===== src/rtl/ostimer_pkg.sv =====
package ostimer_pkg;
   localparam logic [7:0] OFS_CMP   = 8'h00;
   localparam logic [7:0] OFS_CNT   = 8'h04;
   localparam logic [7:0] OFS_STAT  = 8'h10;
   localparam logic [7:0] OFS_START = 8'h14;
   localparam logic [7:0] OFS_STOP  = 8'h18;
   localparam logic [7:0] OFS_CTL   = 8'h20;

   localparam int MODE_BIT = 1;

   typedef enum logic {
      MODE_INTERVAL = 1'b0,
      MODE_FREERUN  = 1'b1
   } tmr_mode_e;
endpackage


===== src/rtl/ostimer_regs.sv =====
module ostimer_regs
   import ostimer_pkg::*;
#(
   parameter int ADDR_W    = 8,
   parameter int DATA_W    = 32,
   parameter int CNT_W     = 32,
   parameter bit REG_RDATA = 1'b0
) (
   input  logic              clk,
   input  logic              rst_n,
   input  logic              bus_valid,
   input  logic              bus_write,
   input  logic [ADDR_W-1:0] bus_addr,
   input  logic [DATA_W-1:0] bus_wdata,
   output logic [DATA_W-1:0] bus_rdata,
   input  logic              run,
   input  logic [CNT_W-1:0]  cnt,
   output logic [CNT_W-1:0]  cmp_q,
   output tmr_mode_e         mode_q,
   output logic              start_p,
   output logic              stop_p
);
   logic wr_en, rd_en;
   logic hit_cmp, hit_cnt, hit_stat, hit_start, hit_stop, hit_ctl;
   logic [DATA_W-1:0] rd_mux;
   logic wdata_unused;

   assign wr_en = bus_valid &  bus_write;
   assign rd_en = bus_valid & ~bus_write;

   assign hit_cmp   = (bus_addr == ADDR_W'(OFS_CMP));
   assign hit_cnt   = (bus_addr == ADDR_W'(OFS_CNT));
   assign hit_stat  = (bus_addr == ADDR_W'(OFS_STAT));
   assign hit_start = (bus_addr == ADDR_W'(OFS_START));
   assign hit_stop  = (bus_addr == ADDR_W'(OFS_STOP));
   assign hit_ctl   = (bus_addr == ADDR_W'(OFS_CTL));

   assign start_p = wr_en & hit_start & bus_wdata[0];
   assign stop_p  = wr_en & hit_stop  & bus_wdata[0];
   assign wdata_unused = ^bus_wdata;

   always_ff @(posedge clk or negedge rst_n) begin
      if (!rst_n) begin
         cmp_q  <= '0;
         mode_q <= MODE_INTERVAL;
      end else begin
         if (wr_en && hit_cmp)
            cmp_q <= bus_wdata[CNT_W-1:0];
         if (wr_en && hit_ctl && !run)
            mode_q <= tmr_mode_e'(bus_wdata[MODE_BIT]);
      end
   end

   always_comb begin
      rd_mux = '0;
      if (rd_en) begin
         if (hit_cmp)  rd_mux = DATA_W'(cmp_q);
         if (hit_cnt)  rd_mux = DATA_W'(cnt);
         if (hit_stat) rd_mux = DATA_W'(run);
         if (hit_ctl)  rd_mux = DATA_W'({mode_q, 1'b0});
      end
   end

   generate
      if (REG_RDATA) begin : g_rd_reg
         logic [DATA_W-1:0] rdata_q;
         always_ff @(posedge clk or negedge rst_n) begin
            if (!rst_n) rdata_q <= '0;
            else        rdata_q <= rd_mux;
         end
         assign bus_rdata = rdata_q;
      end else begin : g_rd_comb
         assign bus_rdata = rd_mux;
      end
   endgenerate
endmodule


===== src/rtl/ostimer_core.sv =====
module ostimer_core
   import ostimer_pkg::*;
#(
   parameter int CNT_W = 32
) (
   input  logic             clk,
   input  logic             rst_n,
   input  logic             tick_en,
   input  logic             start_p,
   input  logic             stop_p,
   input  tmr_mode_e        mode,
   input  logic [CNT_W-1:0] cmp,
   output logic             run,
   output logic [CNT_W-1:0] cnt,
   output logic             irq
);
   logic             step;
   logic [CNT_W-1:0] cnt_up, cnt_nx;
   logic             evt;

   assign step   = run & tick_en & ~start_p;
   assign cnt_up = cnt + CNT_W'(1);

   always_comb begin
      cnt_nx = cnt;
      evt    = 1'b0;
      if (mode == MODE_INTERVAL) begin
         if (cnt == '0) begin
            cnt_nx = cmp;
            evt    = 1'b1;
         end else begin
            cnt_nx = cnt - CNT_W'(1);
         end
      end else begin
         cnt_nx = cnt_up;
         evt    = (cnt_up == cmp);
      end
   end

   always_ff @(posedge clk or negedge rst_n) begin
      if (!rst_n) begin
         run <= 1'b0;
         cnt <= '0;
         irq <= 1'b0;
      end else begin
         if (start_p)     run <= 1'b1;
         else if (stop_p) run <= 1'b0;

         if (start_p)
            cnt <= (mode == MODE_INTERVAL) ? cmp : '0;
         else if (step)
            cnt <= cnt_nx;

         irq <= step & evt;
      end
   end
endmodule


===== src/rtl/ostimer_chan.sv =====
module ostimer_chan
   import ostimer_pkg::*;
#(
   parameter int ADDR_W    = 8,
   parameter int DATA_W    = 32,
   parameter int CNT_W     = 32,
   parameter bit REG_RDATA = 1'b0
) (
   input  logic              clk,
   input  logic              rst_n,
   input  logic              tick_en,
   input  logic              bus_valid,
   input  logic              bus_write,
   input  logic [ADDR_W-1:0] bus_addr,
   input  logic [DATA_W-1:0] bus_wdata,
   output logic [DATA_W-1:0] bus_rdata,
   output logic              irq
);
   generate
      if (CNT_W < 8 || CNT_W > DATA_W) begin : g_bad_cnt_w
         $error("ostimer_chan: CNT_W must lie in 8..DATA_W");
      end
      if (ADDR_W < 6) begin : g_bad_addr_w
         $error("ostimer_chan: ADDR_W must reach offset 0x20");
      end
   endgenerate

   logic             run_w, start_w, stop_w;
   logic [CNT_W-1:0] cnt_w, cmp_w;
   tmr_mode_e        mode_w;

   ostimer_regs #(
      .ADDR_W(ADDR_W), .DATA_W(DATA_W), .CNT_W(CNT_W), .REG_RDATA(REG_RDATA)
   ) u_regs (
      .clk(clk), .rst_n(rst_n),
      .bus_valid(bus_valid), .bus_write(bus_write),
      .bus_addr(bus_addr), .bus_wdata(bus_wdata), .bus_rdata(bus_rdata),
      .run(run_w), .cnt(cnt_w),
      .cmp_q(cmp_w), .mode_q(mode_w),
      .start_p(start_w), .stop_p(stop_w)
   );

   ostimer_core #(.CNT_W(CNT_W)) u_core (
      .clk(clk), .rst_n(rst_n), .tick_en(tick_en),
      .start_p(start_w), .stop_p(stop_w),
      .mode(mode_w), .cmp(cmp_w),
      .run(run_w), .cnt(cnt_w), .irq(irq)
   );
endmodule


===== config.mk =====
export PLATFORM = sky130hd
export DESIGN_NAME = ostimer_chan
export DESIGN_NICKNAME = d
export VERILOG_FILES = /design/src/rtl/ostimer_pkg.sv /design/src/rtl/ostimer_regs.sv /design/src/rtl/ostimer_core.sv /design/src/rtl/ostimer_chan.sv
export SDC_FILE = /design/constraint.sdc
export NUM_CORES = 1
export LEC_CHECK = 0
export BUFFER_PORTS_ARGS = -buffer_cell sky130_fd_sc_hd__buf_2
export CORE_ASPECT_RATIO = 0.8
export CORE_UTILIZATION = 25
export CTS_CLUSTER_SIZE = 40
export DETAILED_ROUTE_END_ITERATION = 10
export HOLD_SLACK_MARGIN = 0.03
export PLACE_DENSITY_LB_ADDON = 0.2
export SLEW_MARGIN = 10
export SYNTH_ARGS = -nofsm -noshare
export SYNTH_HDL_FRONTEND = slang
export SYNTH_SLANG_ARGS = --single-unit

===== constraint.sdc =====
create_clock -name clk -period 4.26 [get_ports clk]
set_clock_uncertainty 0.05 [all_clocks]
set_input_delay 0.426 -clock clk [delete_from_list [all_inputs] [get_ports clk]]
set_output_delay 0.426 -clock clk [all_outputs]
set_load 0.05 [all_outputs]

==> qor.yml <==
run_status:
  status: "completed"
die:
  rows: 50
  pin_count: 78
  die-area_um2: 24500
  die_w_um: 175
  core_area_um2: 23500
  initial_core_util_pct: 25.5
  die_h_um: 140
power_and_ir_drop:
  power_frac_clock_pct: 31.3
  switching_share_pct: 39.0
  seqPwrFrac_pct: 35.2
  combPwrFrac_pct: 33.5
  p_int_mw: 1.72
  power_switching_mw: 1.10
  power.leakage_nw: 2.89
  ir_drop_mv: 0.165
  p_per_area_nw_per_um2: 399
synthesis:
  synthMuxAreaShare_pct: 6.70
  ys_seq_area_share_pct: 28.0
  synth_edf_count: 0
  synth_cell_type_count: 70
  avgSynthCellArea_um2: 8.07
  synth_compound_area_share_pct: 25.6
  synth_top_family_by_area: "compound AO/OA/AOI/OAI gates"
  synth_adder_area_share_pct: 0.628
  syn-num-nets: 789
  yosys_warnings: 0
  syn_inst: 741
  synthArstFlopShare_pct: 100
  synth_simple_gate_area_share_pct: 23.9
  synth_area_um2: 5980
  synthXorXnorAreaFrac_pct: 8.83
  ys.flop_type: "dfrtp_1"
  synth-seq-cells: 67
detailed_routing:
  drt_iter0_drc: 672
  wl_per_cell_um: 20.7
  firstDrtPassIters: 7
  vias: 6163
  via_per_inst: 5.58
  route.detailed.drc: 0
  routed_wl_um: 22900
  antenna_left: 0
clocking:
  cts_resized: 0
  cts_inserted_buffers: 9
  clockBufferDepth: 2
  cts_setup_buffers: 0
  clk_pin_slew_worst_paths_ns: 0.06
  cts_tree: "yes"
  insertion_delay_ns: 0.35
  cts.sinks: 67
  root_buffer: "clkbuf_16"
  cts_htree_levels: 3
  cts_hold_buf: 0
sta:
  tightest_slew_ns: 0.950
  slew_headroom_pct: 36.7
  fin_crit_sh_pct: 85.7
  post-route-min-period_ns: 3.65
  drv_slew: 0
  finalSetupViolCount: 0
  setup_tns_ns: 0
  fmax_mhz: 274
  hold_violations: 0
  rsz0062_at_grt: "no"
grt:
  antenna_found_initial: 0
  grt_start_max_net_pins: 68
  grt-ovfl-total: 0
  grt_pass1_wl_um: 35900
  first_global_vias: 5840
  grt_usage_pct: 19.1
placement:
  io_buffers: 77
  placed_cell_area_um2: 6700
  dp_hpwl_um: 16600
  place_congestion: 0.906
job:
  cap_violations: 0
final_layout:
  drive_gt1_share_pct: 22.1
  utilization_pct: 30.1
  final_area_um2: 7050
  final_cell_mix: "nor2_1 (76), buf_2 (76), dfrtp_1 (67), nand2_1 (52), a22oi_1 (43)"
  nets: 834
  multi_input_area_um2: 3950
  fillers: 2582
  area_growth_pct: 18.0
  seqCellArea_um2: 1680
worst_setup_path:
  critPathLaunchType: "flop"
  cp_max_fo: 12
  path_class: "reg -> reg"
  required_ns: 4.49
  crit_arrival_ns: 3.88
  critPathCaptureType: "flop"
  r2r_cells: 9
hold_path:
  min_path_type: "in -> async"
final cells by class:
class                           count  area share [%]
Sequential cell                    67            23.8
Multi-Input combinational cell    584            56.1
Timing Repair Buffer              108            8.80
Antenna cell                        1          0.0355
Tap cell                          312            5.54
Inverter                           16           0.852
Clock buffer                       13            3.97
Clock inverter                      3           0.958
worst paths after layout:
kind / start / end / slack [ns]
max: u_core.cnt[0] / u_core.irq / 0.61
min: rst_n / u_regs.cmp_q[9] / 0.16
max reg2reg: u_core.cnt[0] / u_core.irq / 0.61
min reg2reg: u_regs.cmp_q[5] / u_core.cnt[5] / 0.55
max in group asynchronous: rst_n / u_core.cnt[25] / 3.37
min in group clk: bus_wdata[27] / u_regs.cmp_q[27] / 0.25
Yosys cell counts, drive strengths merged, types with 4 or more instances:
master | n | area, µm²
nor2 | 77 | 289
dfrtp | 67 | 1680
nand2 | 52 | 195
clkbuf | 50 | 188
a22oi | 43 | 323
o21ai | 43 | 215
nand3 | 37 | 198
xnor2 | 36 | 315
mux2 | 32 | 360
a21oi | 30 | 150
buf | 24 | 131
nand4 | 21 | 131
nor4 | 19 | 155
xor2 | 19 | 166
nor3 | 17 | 85.1
inv | 15 | 56.3
a221o | 11 | 110
and3 | 10 | 62.6
o221ai | 10 | 87.6
a221oi | 8 | 70.1
and4 | 8 | 70.1
o31ai | 7 | 52.6
or4 | 7 | 52.6
a31oi | 6 | 37.5
or3 | 6 | 37.5
a211oi | 5 | 37.5
o211ai | 5 | 37.5
o31a | 5 | 43.8
a32oi | 4 | 35.0
and2 | 4 | 25.0
mux2i | 4 | 40.0
o311ai | 4 | 35.0
stage by stage:
| stage | setup slack, ns | std cells | power (mW) | hold WS [ns] |
|---|---|---|---|---|
| floorplan | 1.16 | 741 | 1.63 | 0.0804 |
| global placement | 0.672 | 1087 | 1.92 | 0.525 |
| detailed placement | 0.610 | 1087 | 1.92 | 0.542 |
| CTS | 0.609 | 1103 | 2.82 | 0.220 |
| global route | 0.270 | 1103 | 2.98 | 0.235 |
| finish | 0.609 | 1104 | 2.81 | 0.163 |
flip-flops by register name (all words and copies together) (netlist names):
register / flops
u_regs.mode_q: 1
u_core.run: 1
u_core.cnt: 32
u_core.irq: 1
u_regs.cmp_q: 32
layer usage:
metal	track usage (%)	vias to the layer above	routed length (µm)
met3	5.02	17	1670
met4	3.20	0	187
met2	25.9	246	9230
met1	29.7	2981	11800
met5	0	-	0
li1	-	2919	-
power by group through the flow:
stage / registers, mW / logic, mW / clock network [mW]
6_report: 0.989 / 0.942 / 0.881
3_3_place_gp: 0.999 / 0.925 / 0
2_1_floorplan: 0.803 / 0.828 / 0
3_5_place_dp: 0.997 / 0.922 / 0
5_1_grt: 1.02 / 1.03 / 0.935
4_1_cts: 0.985 / 0.928 / 0.904
cell families (layout without fill, tap and decap cells):
logic type,count (synthesis),in the layout
other cells,0,1
simple gates,275,275
mux,36,36
xor+xnor,57,57
compound gates,213,213
fa+ha+maj,3,3
flops,67,67
buf+inv,90,140
critical path, cell delays in order, from the launching register on:
cell and delay [ns]:
dfrtp_1 0.58, ha_1 0.33, nand3_1 0.32, nor4_1 0.37, buf_4 0.25, a21oi_1 0.13
a2111oi_0 0.65, o2111ai_1 0.23, nor4_1 0.45, a32o_1 0.23
(Power assumes the default switching activity.)
